===== src/rtl/fsr_pkg.sv =====
`timescale 1ns/1ps
package fsr_pkg;
  typedef enum logic [1:0] {
    ST_ARRAY = 2'd0,
    ST_RUN   = 2'd1,
    ST_DONE  = 2'd2,
    ST_ERR   = 2'd3
  } fsr_state_e;

  typedef enum logic {
    OP_PROG  = 1'b0,
    OP_ERASE = 1'b1
  } fsr_op_e;

  localparam int BIT_POLL = 7;
  localparam int BIT_TOG  = 6;
  localparam int BIT_ERR  = 5;
  localparam int BIT_SEC  = 2;
endpackage


===== src/rtl/fsr_mode_ctl.sv =====
`timescale 1ns/1ps
module fsr_mode_ctl
  import fsr_pkg::*;
#(
  parameter int ADDR_W = 19
) (
  input  logic              clk,
  input  logic              pwr_rst_n,
  input  logic              rst_n,
  input  logic              op_active,
  input  logic              op_kind,
  input  logic              op_fail,
  input  logic              id_exit,
  input  logic              cfg_wr,
  input  logic              cfg_sel,
  input  logic              ld_valid,
  input  logic [ADDR_W-1:0] ld_addr,
  input  logic              ld_poll,
  output fsr_state_e        st_q,
  output fsr_op_e           kind_q,
  output logic              cfg_q,
  output logic              ld_ready,
  output logic [ADDR_W-1:0] tgt_addr_q,
  output logic              tgt_poll_q
);
  logic running;
  assign running  = (st_q == ST_RUN);
  assign ld_ready = !running;

  // configuration survives the functional reset
  always_ff @(posedge clk or negedge pwr_rst_n) begin
    if (!pwr_rst_n)                cfg_q <= 1'b0;
    else if (cfg_wr && !running)   cfg_q <= cfg_sel;
  end

  always_ff @(posedge clk or negedge rst_n) begin
    if (!rst_n) begin
      tgt_addr_q <= '0;
      tgt_poll_q <= 1'b0;
    end else if (ld_valid && ld_ready) begin
      tgt_addr_q <= ld_addr;
      tgt_poll_q <= ld_poll;
    end
  end

  always_ff @(posedge clk or negedge rst_n) begin
    if (!rst_n) begin
      st_q   <= ST_ARRAY;
      kind_q <= OP_PROG;
    end else begin
      unique case (st_q)
        ST_ARRAY: if (op_active) begin
          st_q   <= ST_RUN;
          kind_q <= fsr_op_e'(op_kind);
        end
        ST_RUN: begin
          if (op_fail)         st_q <= ST_ERR;
          else if (!op_active) st_q <= cfg_q ? ST_DONE : ST_ARRAY;
        end
        ST_DONE, ST_ERR: if (id_exit) st_q <= ST_ARRAY;
        default: st_q <= ST_ARRAY;
      endcase
    end
  end
endmodule


===== src/rtl/fsr_toggle.sv =====
`timescale 1ns/1ps
module fsr_toggle #(
  parameter int NUM = 2
) (
  input  logic           clk,
  input  logic           rst_n,
  input  logic           rd_en,
  input  logic [NUM-1:0] adv,
  output logic [NUM-1:0] tog,
  output logic           rd_fall
);
  logic           rd_en_q;
  logic [NUM-1:0] adv_q;

  assign rd_fall = rd_en_q && !rd_en;

  // qualifiers are captured while the read is open, applied when it closes
  always_ff @(posedge clk or negedge rst_n) begin
    if (!rst_n) begin
      rd_en_q <= 1'b0;
      adv_q   <= '0;
    end else begin
      rd_en_q <= rd_en;
      if (rd_en) adv_q <= adv;
    end
  end

  for (genvar i = 0; i < NUM; i++) begin : g_tog
    logic t_q;
    always_ff @(posedge clk or negedge rst_n) begin
      if (!rst_n)                  t_q <= 1'b0;
      else if (rd_fall && adv_q[i]) t_q <= !t_q;
    end
    assign tog[i] = t_q;
  end
endmodule


===== src/rtl/fsr_word_mux.sv =====
`timescale 1ns/1ps
module fsr_word_mux
  import fsr_pkg::*;
#(
  parameter int DATA_W = 16
) (
  input  fsr_state_e        st,
  input  logic              cfg01,
  input  fsr_op_e           kind,
  input  logic              suspend,
  input  logic              sec_hit,
  input  logic              addr_hit,
  input  logic              poll_bit,
  input  logic              tog_act,
  input  logic              tog_sec,
  input  logic [DATA_W-1:0] arr_data,
  output logic [DATA_W-1:0] rd_data,
  output logic              adv_act,
  output logic              adv_sec,
  output logic              rb_low
);
  logic [DATA_W-1:0] stat;
  logic              use_stat;
  logic              erase;
  logic              poll_val;
  logic              sec_val;

  assign erase    = (kind == OP_ERASE);
  assign poll_val = (!erase && addr_hit) ? !poll_bit : 1'b0;
  assign sec_val  = erase ? tog_sec : 1'b1;
  assign rb_low   = (st == ST_RUN) && !suspend;

  always_comb begin
    stat     = '0;
    use_stat = 1'b0;
    adv_act  = 1'b0;
    adv_sec  = 1'b0;
    unique case (st)
      ST_RUN: begin
        if (suspend) begin
          if (sec_hit) begin
            use_stat        = 1'b1;
            stat[BIT_POLL]  = 1'b1;
            stat[BIT_TOG]   = 1'b1;
            stat[BIT_SEC]   = sec_val;
            adv_sec         = erase;
          end
        end else begin
          use_stat        = 1'b1;
          stat[BIT_POLL]  = cfg01 ? 1'b0 : poll_val;
          stat[BIT_TOG]   = tog_act;
          stat[BIT_SEC]   = sec_val;
          adv_act         = 1'b1;
          adv_sec         = erase && sec_hit;
        end
      end
      ST_ERR: begin
        use_stat        = 1'b1;
        stat[BIT_POLL]  = cfg01 ? 1'b1 : poll_val;
        stat[BIT_TOG]   = tog_act;
        stat[BIT_ERR]   = 1'b1;
        stat[BIT_SEC]   = sec_val;
        adv_act         = 1'b1;
        adv_sec         = erase && sec_hit;
      end
      ST_DONE: begin
        use_stat        = 1'b1;
        stat[BIT_POLL]  = 1'b1;
        stat[BIT_TOG]   = tog_act;
        stat[BIT_SEC]   = sec_val;
      end
      default: ;
    endcase
    rd_data = use_stat ? stat : arr_data;
  end
endmodule


===== src/rtl/flash_status_rpt.sv =====
`timescale 1ns/1ps
module flash_status_rpt
  import fsr_pkg::*;
#(
  parameter int ADDR_W = 19,
  parameter int DATA_W = 16
) (
  input  logic              clk,
  input  logic              pwr_rst_n,
  input  logic              rst_n,
  input  logic              op_active,
  input  logic              op_kind,
  input  logic              op_fail,
  input  logic              suspend,
  input  logic              id_exit,
  input  logic              cfg_wr,
  input  logic              cfg_sel,
  input  logic              ld_valid,
  output logic              ld_ready,
  input  logic [ADDR_W-1:0] ld_addr,
  input  logic              ld_poll,
  input  logic              rd_en,
  input  logic [ADDR_W-1:0] rd_addr,
  input  logic              sec_hit,
  input  logic [DATA_W-1:0] arr_data,
  output logic [DATA_W-1:0] rd_data,
  output logic              rb_low
);
  localparam int NUM_TOG = 2;
  localparam int T_ACT   = 0;
  localparam int T_SEC   = 1;

  fsr_state_e        st_q;
  fsr_op_e           kind_q;
  logic              cfg_q;
  logic [ADDR_W-1:0] tgt_addr_q;
  logic              tgt_poll_q;
  logic [NUM_TOG-1:0] tog_vec;
  logic [NUM_TOG-1:0] adv_vec;
  logic              rd_fall;
  logic              addr_hit;

  assign addr_hit = (rd_addr == tgt_addr_q);

  fsr_mode_ctl #(.ADDR_W(ADDR_W)) u_mode (
    .clk(clk), .pwr_rst_n(pwr_rst_n), .rst_n(rst_n),
    .op_active(op_active), .op_kind(op_kind), .op_fail(op_fail),
    .id_exit(id_exit), .cfg_wr(cfg_wr), .cfg_sel(cfg_sel),
    .ld_valid(ld_valid), .ld_addr(ld_addr), .ld_poll(ld_poll),
    .st_q(st_q), .kind_q(kind_q), .cfg_q(cfg_q), .ld_ready(ld_ready),
    .tgt_addr_q(tgt_addr_q), .tgt_poll_q(tgt_poll_q)
  );

  fsr_toggle #(.NUM(NUM_TOG)) u_tog (
    .clk(clk), .rst_n(rst_n), .rd_en(rd_en),
    .adv(adv_vec), .tog(tog_vec), .rd_fall(rd_fall)
  );

  fsr_word_mux #(.DATA_W(DATA_W)) u_mux (
    .st(st_q), .cfg01(cfg_q), .kind(kind_q), .suspend(suspend),
    .sec_hit(sec_hit), .addr_hit(addr_hit), .poll_bit(tgt_poll_q),
    .tog_act(tog_vec[T_ACT]), .tog_sec(tog_vec[T_SEC]),
    .arr_data(arr_data), .rd_data(rd_data),
    .adv_act(adv_vec[T_ACT]), .adv_sec(adv_vec[T_SEC]), .rb_low(rb_low)
  );
endmodule


===== config.mk =====
export PLATFORM = sky130hd
export DESIGN_NAME = flash_status_rpt
export DESIGN_NICKNAME = d
export VERILOG_FILES = /design/src/rtl/fsr_pkg.sv /design/src/rtl/fsr_mode_ctl.sv /design/src/rtl/fsr_toggle.sv /design/src/rtl/fsr_word_mux.sv /design/src/rtl/flash_status_rpt.sv
export SDC_FILE = /design/constraint.sdc
export NUM_CORES = 1
export LEC_CHECK = 0
export CAP_MARGIN = 10
export CORE_AREA = 2 2 59 61
export CTS_CLUSTER_DIAMETER = 150
export DETAILED_ROUTE_END_ITERATION = 8
export DIE_AREA = 0 0 61 63
export DONT_BUFFER_PORTS = 1
export PLACE_DENSITY_LB_ADDON = 0.15
export RECOVER_POWER = 50
export SYNTH_ARGS = -nofsm -noshare
export SYNTH_HDL_FRONTEND = slang
export SYNTH_HIERARCHICAL = 1
export SYNTH_SLANG_ARGS = --single-unit

===== constraint.sdc =====
create_clock -name clk -period 1.5 [get_ports clk]
set_input_delay 0.225 -clock clk [delete_from_list [all_inputs] [get_ports clk]]
set_output_delay 0.225 -clock clk [all_outputs]
set_load 0.1 [all_outputs]

==> run metrics <==
Cell Chain, Critical Path xor2_1 -> nor4_2 -> nand4_1 -> nor4_2 -> nor3b_2 -> a21oi_2 -> o2bb2ai_4 -> buf_12; Startpoint Class register; Sink Count 29; Max Root-Sink Buffers 2; max incr delay on CP about 0.4 ns; worst-case vdd ir drop between 2 and 2.5 mV; vias in the first global route 1,213; clk_skew between 0.01 and 0.015 ns; RSZ-0062 raised after global routing yes; Syn Nets 197; Worst Path Class, Setup reg -> out; Skew-Pair Late Insertion Delay 0.32 ns; layout cell share with drive strength beyond 1 0.536; largest net degree at the start of global routing 29; overall power between 5 and 6 mW; slowest library cell on the worst path dfrtp_1; Max-Cap Viols 0; Core Region 3230 µm²; CTS tree done; Reg area 728 µm²; via count around 1,100; Fillers between 200 and 250; Yosys Warn Count 6; Hold Fails Final Rpt 0; status finished with violations; relative slew slack 0.538; fmax 434 MHz; final HPWL from detailed placement 2770 µm; die area 3840 µm²; DRT Pass-1 Iters 4; GRT overflow 0; post-route minimum period approximately 2.3 ns; Initial Utilization 0.517; H-tree levels 2; Placer Congestion approximately 0.76; fin crit share 1.54; synthesized area around 1700 µm²; Multi-input gate area slightly below 1000 µm²; Vias/cell ~5.2; most used cell, CP nor4_2; nets 235; HP Class in -> reg; crit path DAT ~2.1 ns; routed len/inst 17.7 µm; Worst Path Required 1.27 ns; failing checks setup timing; Pleak 1.06 nW; Final Slew Violations 0; clk slew on worst S/H paths roughly 0.090 ns; total global-route track usage 0.208; die height between 60 and 70 µm; pwr dens 2600 nW/µm²; CTS buffer count 5; initial DRC count 19; Post-route DRC 0; syn_area_per_cell ~13 µm²; final setup violation count 38; Final Routed Wirelength about 3800 µm; IO Port Bufs 0; slack of the critical path -0.804 ns; worst slew pin tran approximately 0.69 ns; Die X ~61 µm; Routed Antenna Nets 0; critical-path maximum fanout 2; ANT cells 0; initial antenna violation count 0; Gate Count Post-Synth 129; Worst Setup End Kind primary output; Root Driver clkbuf_4; Area Growth Syn to Fin 36.8%; first-pass GRT wire length ~5700 µm; final setup TNS -6.15 ns; site row count 21; Top Ports between 80 and 90
==> layout make-up <==
cell class,instances,share of cell area
clock buffers,7,0.0285
clock inverters,1,0.00219
inverters,3,0.00493
multi-input cells,92,0.425
flip-flops and latches,29,0.319
well taps,46,0.0252
repair buffers,36,0.196
==> registers in the layout, indices dropped and copies added (netlist names) <==
signal,cells
u_tog/adv_q,2
u_mode/tgt_poll_q,1
u_tog/g_tog.t_q,2
u_mode/cfg_q,1
u_mode/kind_q,1
u_mode/tgt_addr_q,19
u_mode/st_q,2
u_tog/rd_en_q,1
==> path summary, 6_finish.rpt <==
check	startpoint	slack (ns)	end	cells past startpoint
hold reg to reg	u_tog/g_tog[0].t_q	0.48	u_tog/g_tog[0].t_q	1
max in group asynchronous	rst_n	0.54	u_mode/st_q[0]	2
min in group asynchronous	pwr_rst_n	0.10	u_mode/cfg_q	1
setup / recovery	u_mode/tgt_addr_q[4]	-0.80	rd_data[7]	8
setup reg to reg	u_mode/st_q[1]	-0.07	u_mode/tgt_addr_q[8]	6
hold / removal	ld_poll	0.04	u_mode/tgt_poll_q	1
==> stage by stage <==
| stage | setup WS, ns | hold slack, ns | area (µm²) | util | cells |
|---|---|---|---|---|---|
| global route | -0.970 | 0.00178 | 2290 | 0.707 | 214 |
| detailed placement | -0.561 | -0.0706 | 2010 | 0.623 | 191 |
| CTS | -0.873 | 0.0251 | 2240 | 0.693 | 208 |
| global placement | -0.533 | -0.0706 | 2010 | 0.623 | 191 |
| floorplan | -0.505 | -0.0706 | 1740 | - | 129 |
| finish | -0.804 | 0.0420 | 2290 | 0.707 | 214 |
==> report_power, final <==
| part | total [mW] | switching (mW) | internal, mW |
|---|---|---|---|
| sequential | 1.43 | 0.290 | 1.14 |
| combinational | 3.96 | 2.22 | 1.75 |
| clock | 0.541 | 0.270 | 0.271 |
| total | 5.94 | 2.78 | 3.16 |
==> layout by cell type, fill, tap and decap left out, drive strengths merged, types with 2 or more instances in the layout <==
| cell | instances |
|---|---|
| o22ai | 2 |
| nand2b | 5 |
| a21oi | 4 |
| nand2 | 3 |
| clkbuf | 8 |
| xnor2 | 2 |
| mux2 | 26 |
| inv | 3 |
| nand3b | 3 |
| and2 | 13 |
| xor2 | 19 |
| buf | 27 |
| nor4 | 5 |
| dlygate4sd3 | 8 |
| dfrtp | 29 |
==> per-layer routing <==
layer,global-route usage,up-vias,part of all wire
met4,0.0571,0,0.0050
met5,0,-,0
met2,0.356,66,0.54
met1,0.216,531,0.35
li1,-,517,-
met3,0.110,2,0.099
==> worst max-delay path, delay by kind of cell (launching register included) <==
family	cells	cell delay, ns
AO/OA/AOI/OAI	2	0.20
XOR/XNOR	1	0.17
AND/OR/NAND/NOR	4	0.79
buffers and inverters	1	0.19
flip-flops	1	0.40
==> what timing repair did <==
action / 4_1_cts / 5_1_grt
cloned: 1 / 0
hold buffers: 5 / 4
hold endpoints to repair: 32 / 4
pin swaps: 15 / 4
resized for setup: 16 / 2
buffers inserted: 3 / 2
setup endpoints to repair: 18 / 19
No activity file was read; power rests on OpenSTA's default activity.
